**config.mk**
```make
export PLATFORM = sky130hd
export DESIGN_NAME = cobus_window
export DESIGN_NICKNAME = d
export VERILOG_FILES = /design/src/rtl/cobus_pkg.sv /design/src/rtl/cobus_decode.sv /design/src/rtl/cobus_lane.sv /design/src/rtl/cobus_wait.sv /design/src/rtl/cobus_window.sv
export SDC_FILE = /design/constraint.sdc
export NUM_CORES = 1
export LEC_CHECK = 0
export ABC_AREA = 1
export ABC_CLOCK_PERIOD_IN_PS = 3000
export BUFFER_PORTS_ARGS = -buffer_cell sky130_fd_sc_hd__buf_2
export CAP_MARGIN = 20
export CORE_MARGIN = 3
export CORE_UTILIZATION = 49
export DETAILED_ROUTE_END_ITERATION = 10
export GPL_ROUTABILITY_DRIVEN = 0
export PLACE_DENSITY = 0.86
export SYNTH_ARGS = -nofsm -noshare
export SYNTH_HDL_FRONTEND = slang
export SYNTH_HIERARCHICAL = 1
export SYNTH_SLANG_ARGS = --single-unit
```
**constraint.sdc**
```tcl
create_clock -name clk -period 3 [get_ports clk]
set_clock_uncertainty 0.1 [all_clocks]
set_input_delay 0.3 -clock clk [delete_from_list [all_inputs] [get_ports clk]]
set_output_delay 0.3 -clock clk [all_outputs]
set_load 0.005 [all_outputs]
```
**src/rtl/cobus_pkg.sv**
```systemverilog
// Shared types for the coprocessor bus window decoder.
// Assumes: one access in flight at a time.
package cobus_pkg;

    typedef enum logic [2:0] {
        TGT_RAM  = 3'd0,
        TGT_FM   = 3'd1,
        TGT_BANK = 3'd2,
        TGT_HOLE = 3'd3,
        TGT_LOCK = 3'd4
    } cobus_tgt_e;

    typedef enum logic [2:0] {
        ST_IDLE   = 3'd0,
        ST_STROBE = 3'd1,
        ST_WAIT   = 3'd2,
        ST_RESP   = 3'd3,
        ST_ACK    = 3'd4,
        ST_LOCK   = 3'd5
    } cobus_st_e;

endpackage

```
**src/rtl/cobus_decode.sv**
```systemverilog
// Page decoder: maps the address bits above the byte offset to a target.
// Assumes: the top two bits of page_i are the region selector.
module cobus_decode
    import cobus_pkg::*;
#(
    parameter int PAGE_W    = 7,
    parameter int BANK_PAGE = 96,
    parameter int LOCK_PAGE = 127
) (
    input  logic [PAGE_W-1:0] page_i,
    output cobus_tgt_e        tgt_o
);
    localparam logic [PAGE_W-1:0] BANK_P = PAGE_W'(BANK_PAGE);
    localparam logic [PAGE_W-1:0] LOCK_P = PAGE_W'(LOCK_PAGE);

    logic [1:0] region;
    assign region = page_i[PAGE_W-1 -: 2];

    // Region first, then the page compare inside the miscellaneous quarter.
    always_comb begin
        unique case (region)
            2'b10:   tgt_o = TGT_FM;
            2'b11: begin
                if (page_i == LOCK_P)      tgt_o = TGT_LOCK;
                else if (page_i == BANK_P) tgt_o = TGT_BANK;
                else                       tgt_o = TGT_HOLE;
            end
            default: tgt_o = TGT_RAM;
        endcase
    end
endmodule

```
**src/rtl/cobus_lane.sv**
```systemverilog
// Byte-lane narrowing: picks the write byte and spreads the read byte.
// Assumes: byte writes carry data on bits 7:0.
module cobus_lane #(
    parameter int DW = 16
) (
    input  logic          word_i,
    input  logic [DW-1:0] wdata_i,
    input  logic [7:0]    rbyte_i,
    output logic [7:0]    wbyte_o,
    output logic [DW-1:0] rdata_o
);
    localparam int LANES = DW / 8;

    // Word writes keep only the upper byte.
    assign wbyte_o = word_i ? wdata_i[DW-1 -: 8] : wdata_i[7:0];

    // Word reads mirror the byte on every lane; byte reads use lane 0 only.
    for (genvar g = 0; g < LANES; g++) begin : g_lane
        if (g == 0) begin : g_low
            assign rdata_o[7:0] = rbyte_i;
        end else begin : g_high
            assign rdata_o[g*8 +: 8] = word_i ? rbyte_i : 8'h00;
        end
    end
endmodule

```
**src/rtl/cobus_wait.sv**
```systemverilog
// Wait counter: after load_i, done_o rises once WAIT_CYC cycles have passed.
// Assumes: WAIT_CYC >= 1; done_o is consulted only while waiting.
module cobus_wait #(
    parameter int WAIT_CYC = 8
) (
    input  logic clk,
    input  logic rst_n,
    input  logic load_i,
    output logic done_o
);
    localparam int CW = (WAIT_CYC > 1) ? $clog2(WAIT_CYC) : 1;
    localparam logic [CW-1:0] LOAD_V = CW'(WAIT_CYC - 1);

    logic [CW-1:0] cnt_q;

    // Count down from the load value to zero.
    always_ff @(posedge clk) begin
        if (!rst_n)          cnt_q <= '0;
        else if (load_i)     cnt_q <= LOAD_V;
        else if (cnt_q != 0) cnt_q <= cnt_q - 1'b1;
    end

    assign done_o = (cnt_q == '0);
endmodule

```
**src/rtl/cobus_window.sv**
```systemverilog
// Coprocessor bus window decoder: one byte-wide access at a time into a
// RAM, an FM port, a bank bit, a hole region, or a stalling page.
// Assumes: the requester holds req_i until ack_o and drops it in the
// ack cycle; the RAM and FM read bytes are valid the cycle after a strobe.
module cobus_window
    import cobus_pkg::*;
#(
    parameter int RAM_AW    = 13,
    parameter int WAIT_CYC  = 8,
    parameter int PORT_W    = 2,
    parameter int BANK_PAGE = 96,
    parameter int LOCK_PAGE = 127
) (
    input  logic                     clk,
    input  logic                     rst_n,
    input  logic                     force_ack_i,
    input  logic                     req_i,
    input  logic                     we_i,
    input  logic                     word_i,
    input  logic [RAM_AW+1:0]        addr_i,
    input  logic [15:0]              wdata_i,
    input  logic [15:0]              prefetch_i,
    output logic                     ack_o,
    output logic [15:0]              rdata_o,
    output logic                     halt_o,
    output logic                     ram_cs_o,
    output logic                     ram_we_o,
    output logic [RAM_AW-1:0]        ram_addr_o,
    output logic [7:0]               ram_wdata_o,
    input  logic [7:0]               ram_rdata_i,
    output logic                     fm_cs_o,
    output logic                     fm_we_o,
    output logic [PORT_W-1:0]        fm_port_o,
    output logic [7:0]               fm_wdata_o,
    input  logic [7:0]               fm_rdata_i,
    output logic                     bank_o
);
    localparam int ADDR_W = RAM_AW + 2;
    localparam int PAGE_W = ADDR_W - 8;

    cobus_st_e         st_q;
    cobus_tgt_e        tgt_d, tgt_q;
    logic              we_q, word_q, bank_q, halt_q;
    logic [RAM_AW-1:0] addr_q;
    logic [7:0]        wbyte_d, wbyte_q, rbyte_q;
    logic              wait_load, wait_done;

    cobus_decode #(
        .PAGE_W   (PAGE_W),
        .BANK_PAGE(BANK_PAGE),
        .LOCK_PAGE(LOCK_PAGE)
    ) i_decode (
        .page_i(addr_i[ADDR_W-1:8]),
        .tgt_o (tgt_d)
    );

    cobus_lane #(.DW(16)) i_lane (
        .word_i (word_i),
        .wdata_i(wdata_i),
        .rbyte_i(rbyte_q),
        .wbyte_o(wbyte_d),
        .rdata_o(rdata_o)
    );

    cobus_wait #(.WAIT_CYC(WAIT_CYC)) i_wait (
        .clk   (clk),
        .rst_n (rst_n),
        .load_i(wait_load),
        .done_o(wait_done)
    );

    assign wait_load = (st_q == ST_STROBE) && (tgt_q == TGT_RAM) && we_q;

    // Access sequencer: accept, strobe, optional wait, response, acknowledge.
    always_ff @(posedge clk) begin
        if (!rst_n) begin
            st_q    <= ST_IDLE;
            tgt_q   <= TGT_HOLE;
            we_q    <= 1'b0;
            word_q  <= 1'b0;
            addr_q  <= '0;
            wbyte_q <= '0;
            halt_q  <= 1'b0;
        end else begin
            unique case (st_q)
                ST_IDLE: if (req_i) begin
                    tgt_q   <= tgt_d;
                    we_q    <= we_i;
                    word_q  <= word_i;
                    addr_q  <= addr_i[RAM_AW-1:0];
                    wbyte_q <= wbyte_d;
                    if (tgt_d == TGT_LOCK && !force_ack_i) begin
                        st_q   <= ST_LOCK;
                        halt_q <= 1'b1;
                    end else begin
                        st_q <= ST_STROBE;
                    end
                end
                ST_STROBE: st_q <= wait_load ? ST_WAIT : ST_RESP;
                ST_WAIT:   if (wait_done) st_q <= ST_RESP;
                ST_RESP:   st_q <= ST_ACK;
                ST_ACK:    st_q <= ST_IDLE;
                ST_LOCK:   st_q <= ST_LOCK;
                default:   st_q <= ST_IDLE;
            endcase
        end
    end

    // Read byte capture in the cycle after the strobe.
    always_ff @(posedge clk) begin
        if (!rst_n) begin
            rbyte_q <= '0;
        end else if (st_q == ST_RESP) begin
            unique case (tgt_q)
                TGT_RAM:  rbyte_q <= ram_rdata_i;
                TGT_FM:   rbyte_q <= fm_rdata_i;
                TGT_LOCK: rbyte_q <= addr_q[0] ? prefetch_i[7:0] : prefetch_i[15:8];
                default:  rbyte_q <= 8'hFF;
            endcase
        end
    end

    // Bank bit update on a write to the bank page.
    always_ff @(posedge clk) begin
        if (!rst_n)
            bank_q <= 1'b0;
        else if (st_q == ST_STROBE && tgt_q == TGT_BANK && we_q)
            bank_q <= wbyte_q[0];
    end

    assign ram_cs_o    = (st_q == ST_STROBE) && (tgt_q == TGT_RAM);
    assign ram_we_o    = ram_cs_o && we_q;
    assign ram_addr_o  = addr_q;
    assign ram_wdata_o = wbyte_q;
    assign fm_cs_o     = (st_q == ST_STROBE) && (tgt_q == TGT_FM);
    assign fm_we_o     = fm_cs_o && we_q;
    assign fm_port_o   = addr_q[PORT_W-1:0];
    assign fm_wdata_o  = wbyte_q;
    assign ack_o       = (st_q == ST_ACK);
    assign halt_o      = halt_q;
    assign bank_o      = bank_q;

    // a halted bus never acknowledges.
    assert_halt_blocks_ack_R4: assert property (@(posedge clk) disable iff (!rst_n)
        halt_o |-> !ack_o);
    // the halt indication holds until reset.
    assert_halt_sticky_R4: assert property (@(posedge clk) disable iff (!rst_n)
        halt_o |=> halt_o);
    // the acknowledge is a single-cycle pulse.
    assert_ack_pulse_R10: assert property (@(posedge clk) disable iff (!rst_n)
        ack_o |=> !ack_o);
    // never two target strobes at once, and each lasts one cycle.
    assert_single_strobe_R10: assert property (@(posedge clk) disable iff (!rst_n)
        $onehot0({ram_cs_o, fm_cs_o}));
    assert_strobe_pulse_R10: assert property (@(posedge clk) disable iff (!rst_n)
        (ram_cs_o || fm_cs_o) |=> !(ram_cs_o || fm_cs_o));
    // the bank bit moves only after a bank-page write strobe.
    assert_bank_hold_R3: assert property (@(posedge clk) disable iff (!rst_n)
        !(st_q == ST_STROBE && tgt_q == TGT_BANK && we_q) |=> $stable(bank_o));
    // word reads deliver identical lanes.
    assert_word_mirror_R7: assert property (@(posedge clk) disable iff (!rst_n)
        (ack_o && word_q && !we_q) |-> (rdata_o[15:8] == rdata_o[7:0]));
endmodule

```
## Word-level counts from Yosys, hierarchy flattened

Cells that the tools add are included.

| operators by class | value |
|---|---|
| equality and inequality tests | 15 |
| add/sub/neg operators | 1 |
| reduce and logical (&&, ||, !) cells | 16 |
| mux-type cells | 14 |

Operators by type and width:

| cell | number |
|---|---|
| $mux 8 | 3 |
| $pmux 8 s3 | 1 |
| $mux 3 | 6 |
| $pmux 3 s5 | 1 |
| $eq 7x7->1 const B | 2 |
| $eq 3x3->1 const B | 4 |
| $eq 3x2->1 const B | 3 |
| $logic_not 3->1 | 3 |
| $logic_and 1x1->1 | 7 |
| $eq 3x1->1 const B | 2 |
| $pmux 3 s2 | 1 |
| $eq 2x2->1 const B | 2 |
| $reduce_and 2->1 | 2 |
| $reduce_and 3->1 | 1 |
| $reduce_bool 3->1 | 1 |
| $sub 3x1->3 const B | 1 |
| $mux 1 | 2 |
| $ne 2x1->1 const B | 1 |
| $ne 2x2->1 const B | 1 |
| $reduce_bool 2->1 | 1 |
| $logic_not 1->1 | 1 |

| storage, ports and cells | value |
|---|---|
| input port bits | 69 |
| output and inout bits | 54 |
| word-level logic and storage cells | 55 |
| bits in registers | 41 |

## Longest topological paths before layout

| logic depth | value |
|---|---|
| depth after elaboration | 9 |
| mapped depth | 10 |
| depth with buffers taken out | 10 |

## Hierarchy

The synthesis kept the hierarchy.

Modules (own cells, without submodules):

| module | instances | sequential area each (µm²) | cells each | area an instance (µm²) |
|---|---|---|---|---|
| cobus_window | 1 | 760.7 | 273 | 1863.0 |
| cobus_lane | 1 | 0.0 | 51 | 245.2 |
| cobus_wait | 1 | 60.1 | 28 | 177.7 |
| cobus_decode | 1 | 0.0 | 24 | 93.8 |

## Worst setup path after synthesis

OpenSTA, ideal clock, no wires.

| path | value |
|---|---|
| path kind | register to output |
| start point | register tgt_q[0] |
| end point | output port fm_we_o |
| arrival time | 0.958 ns |
| data required time | 2.600 ns |
| stages on the path, launching flop included | 5 |
| setup slack | 1.642 ns |
| buffers on the path | 0 |
| cells stage by stage | dfxtp_1 > inv_2 > nor3_4 > inv_1 > nor2_1 |

| on the way | value |
|---|---|
| cells in the longest elaborated chain, start to end | 3 |

RTL lines:

| element | line | text |
|---|---|---|
| start, declared | cobus_window.sv:42 | `cobus_tgt_e tgt_d, tgt_q;` |
| start signal, assigned | cobus_window.sv:87 | `tgt_q <= tgt_d;` |
| $eq 3x1->1 | cobus_window.sv:135 | `assign fm_cs_o = (st_q == ST_STROBE) && (tgt_q == TGT_FM);` |
| $logic_and 1x1->1 | cobus_window.sv:135 |  |
| $logic_and 1x1->1 | cobus_window.sv:136 | `assign fm_we_o = fm_cs_o && we_q;` |
| end, declared | cobus_window.sv:32 | `output logic fm_we_o,` |

No other way between the ends.

## Worst setup path in the final report

| path | value |
|---|---|
| start point | register tgt_q[2] |
| end point | output port ram_we_o |

| on the way | value |
|---|---|
| cells in the longest elaborated chain, start to end | 3 |

RTL lines:

| element | line | text |
|---|---|---|
| $logic_not 3->1 | cobus_window.sv:131 | `assign ram_cs_o = (st_q == ST_STROBE) && (tgt_q == TGT_RAM);` |
| $logic_and 1x1->1 | cobus_window.sv:131 |  |
| $logic_and 1x1->1 | cobus_window.sv:132 | `assign ram_we_o = ram_cs_o && we_q;` |
| end, declared | cobus_window.sv:27 | `output logic ram_we_o,` |

No other way between the ends.

==> summary.md <==
| Metric | Value |
|---|---|
| Status | completed |
| Clock insertion delay at the later pin of the skew report | 0.28 ns |
| Post-DR vias/cell | 4.580 |
| CTS sink count | 41 |
| Final Util | 64.16% |
| Die height | 75.69 um |
| Top Ports | 123 |
| GRT overflow | 0 |
| Reg area | 820.8 um2 |
| Max IR drop VDD | 0.2725 mV |
| Tot Pwr | 1.670 mW |
| Post-route insts no fill | 538 |
| First-pass GRT wire length | 8763 um |
| Final Hold Viols | 0 |
| Final setup TNS | 0 ns |
| Drt total wl | 5811 um |
| Crit start category | flop |
| Pwr Density | 574.2 nW/um2 |
| Simple-Gate Fraction of Synth Area | 35.86% |
| Adder-cell share of the synthesized area | 1.052% |
| Post-DP Area | 2835 um2 |
| Syn_area_per_cell | 6.329 um2 |
| Final min period | 1.939 ns |
| Reg power frac | 44.9% |
| RSZ-0062 raised after global routing | no |
| Switching Fraction | 36.69% |
| Chip width | 75.69 um |
| Required time of the critical path | 2.60 ns |
| Warnings, synthesis | 6 |
| Hold Path Class | input pin to flop |
| Post CTS Setup Buffer Count | 0 |
| Commonest non-fill, non-tap cells in the layout | 122 x buf_2, 103 x nand2_1, 77 x nor2_1 |
| Number of hold buffers added after CTS | 0 |
| Initial antenna violation count | 0 |
| Kind of critical path | flop to primary output |
| Iteration-0 DRC Markers | 112 |
| Sw Pwr | 0.6129 mW |
| Core area | 4534 um2 |
| Total number of vias | 2464 |
| Cells after DPL | 532 |
| Port Buffers | 122 |
| Post-synth EDFFs | 0 |
| Area Overhead vs Synth | 22.24% |
| Leakage dissipation | 1.690 nW |
| CTS tree | yes |
| Vias in the first global route | 2126 |
| Yosys reg bits | 41 |
| Longest Clk Path Bufs | 2 |
| Initial Utilization | 52.48% |
| Least-Margin Pin Slew | 0.5853 ns |
| Register area share after synthesis | 34.49% |
| Design Area, Final | 2909 um2 |
| Slew Limit Fails | 0 |
| Main synth FF type | dfxtp_1 |
| Final layout net count | 545 |
| Largest family of logic cells by synthesized area | simple AND/OR/NAND/NOR gates |
| Share of post-route cells with drive strength above 1 | 30.87% |
| Mapped Area | 2380 um2 |
| Worst-path maximum fanout | 9 |
| Internal power | 1.058 mW |
| Syn Nets | 447 |
| FFs w/ async S/R, synth | 0% |
| Commonest non-fill, non-tap cell in the layout | buf_2 |
| HPWL Detailed | 4574 um |
| Cts bufs inserted | 5 |
| DR DRC count | 0 |
| Max-slew headroom | 60.98% |
| Total GRT Usage | 19.46% |
| CP endpoint kind | primary output |
| Final setup violation count | 0 |
| Post-synthesis mux area share | 0% |
| Rows | 24 |
| Clock root cell | clkbuf_8 |
| Clock power share | 19.4% |
| Max cap viols | 0 |
| Area occupied by multi-input gates | 1146 um2 |
| Combinational power share | 35.7% |
| Drt pass-1 iters | 4 |
| Unique cell type count in the Yosys netlist | 32 |
| Compound-cell area share of the yosys netlist | 11.25% |
| Resize count post-CTS | 0 |
| Fraction of synthesized cell area in xor and xnor cells | 0% |
| Wire per inst | 10.80 um |
| Full die area | 5729 um2 |
| Largest net degree at the start of global routing | 41 |
| Clock transition at the registers of the reported paths | 0.07 ns |
| Worst Path Arrival | 1.54 ns |
| Diodes inserted | 0 |
| Antenna-violating nets left | 0 |
| H-tree Lvls | 2 |
| Fmax | 515.8 MHz |
| # fillers | 431 |
| Final period util | 64.63% |
| Post-Synthesis Cells | 376 |
-- synth_stat cells, types with 2 or more instances --
master    count  share of area (%)
clkbuf_1      2               0.32
buf_2         2               0.42
buf_6         4                1.9
ha_1          2                1.1
nand2_1     103                 16
a21oi_1       8                1.7
o21ai_0      35                7.4
nand3_1       9                1.9
inv_1        40                6.3
buf_4        20                6.3
inv_2         7                1.1
dfxtp_1      41                 34
nor2_4        2               0.95
nor2_1       77                 12
o21ai_1       5                1.1
nor3_4        2                1.4
nand2_2       2               0.53
-- state kept, by name (all words and copies together) (netlist names) --
register and cells:
bank_o 1, we_q 1, ram_addr_o 13, rbyte_q 8
i_wait/cnt_q 3, fm_wdata_o 8, st_q 3, halt_o 1
tgt_q 3
-- final cells by class --
class,count,share of cell area [%]
clock buffer,5,2.366
clock inverter,1,0.1720
inverter,47,6.065
multi-input combinational,257,39.40
sequential,41,28.22
tap,65,2.796
timing repair buffer,122,20.99
-- power by group through the flow --
stage,combinational [mW],sequential (mW),clock [mW]
2_1_floorplan,0.467,0.746,0
3_3_place_gp,0.572,0.758,0
3_5_place_dp,0.597,0.763,0
4_1_cts,0.602,0.751,0.332
5_1_grt,0.688,0.767,0.351
6_report,0.596,0.751,0.324
-- cells by family (layout without fill, tap and decap cells) --
family	count (synthesis)	after routing
compound gates	51	51
fa+ha+maj	2	2
buf+inv	78	175
flops	41	41
simple gates	204	204
-- routing by layer --
| layer | GRT usage [%] | vias to the layer above | wire length (um) |
|---|---|---|---|
| met1 | 23.76 | 1074 | 2341 |
| met5 | 0 | - | 0 |
| li1 | - | 1321 | - |
| met2 | 35.38 | 61 | 3146 |
| met4 | 4.466 | 0 | 51 |
| met3 | 3.562 | 8 | 271 |
-- worst max-delay path, stage by stage, from the launching register on --
cell	delay (ns)
dfxtp_1	0.38
nor3_2	0.49
nand2_1	0.15
inv_1	0.12
buf_2	0.12
-- through the flow --
step	hold slack, ns	setup WS (ns)
CTS	0.1602	1.027
global route	0.1790	0.8904
detailed placement	0.3659	1.169
finish	0.1677	1.061
global placement	0.3464	1.240
floorplan	0.2976	1.642
-- worst paths after layout --
| check | end | cells after the start | slack [ns] | startpoint |
|---|---|---|---|---|
| worst max-delay path | ram_we_o | 4 | 1.06 | tgt_q[2] |
| worst max register to register | ram_addr_o[6] | 5 | 1.15 | st_q[2] |
| worst min register to register | ram_addr_o[10] | 2 | 0.38 | ram_addr_o[10] |
| worst min-delay path | ram_addr_o[7] | 3 | 0.17 | addr_i[7] |
Note: power is estimated with default switching activity, not from simulation.
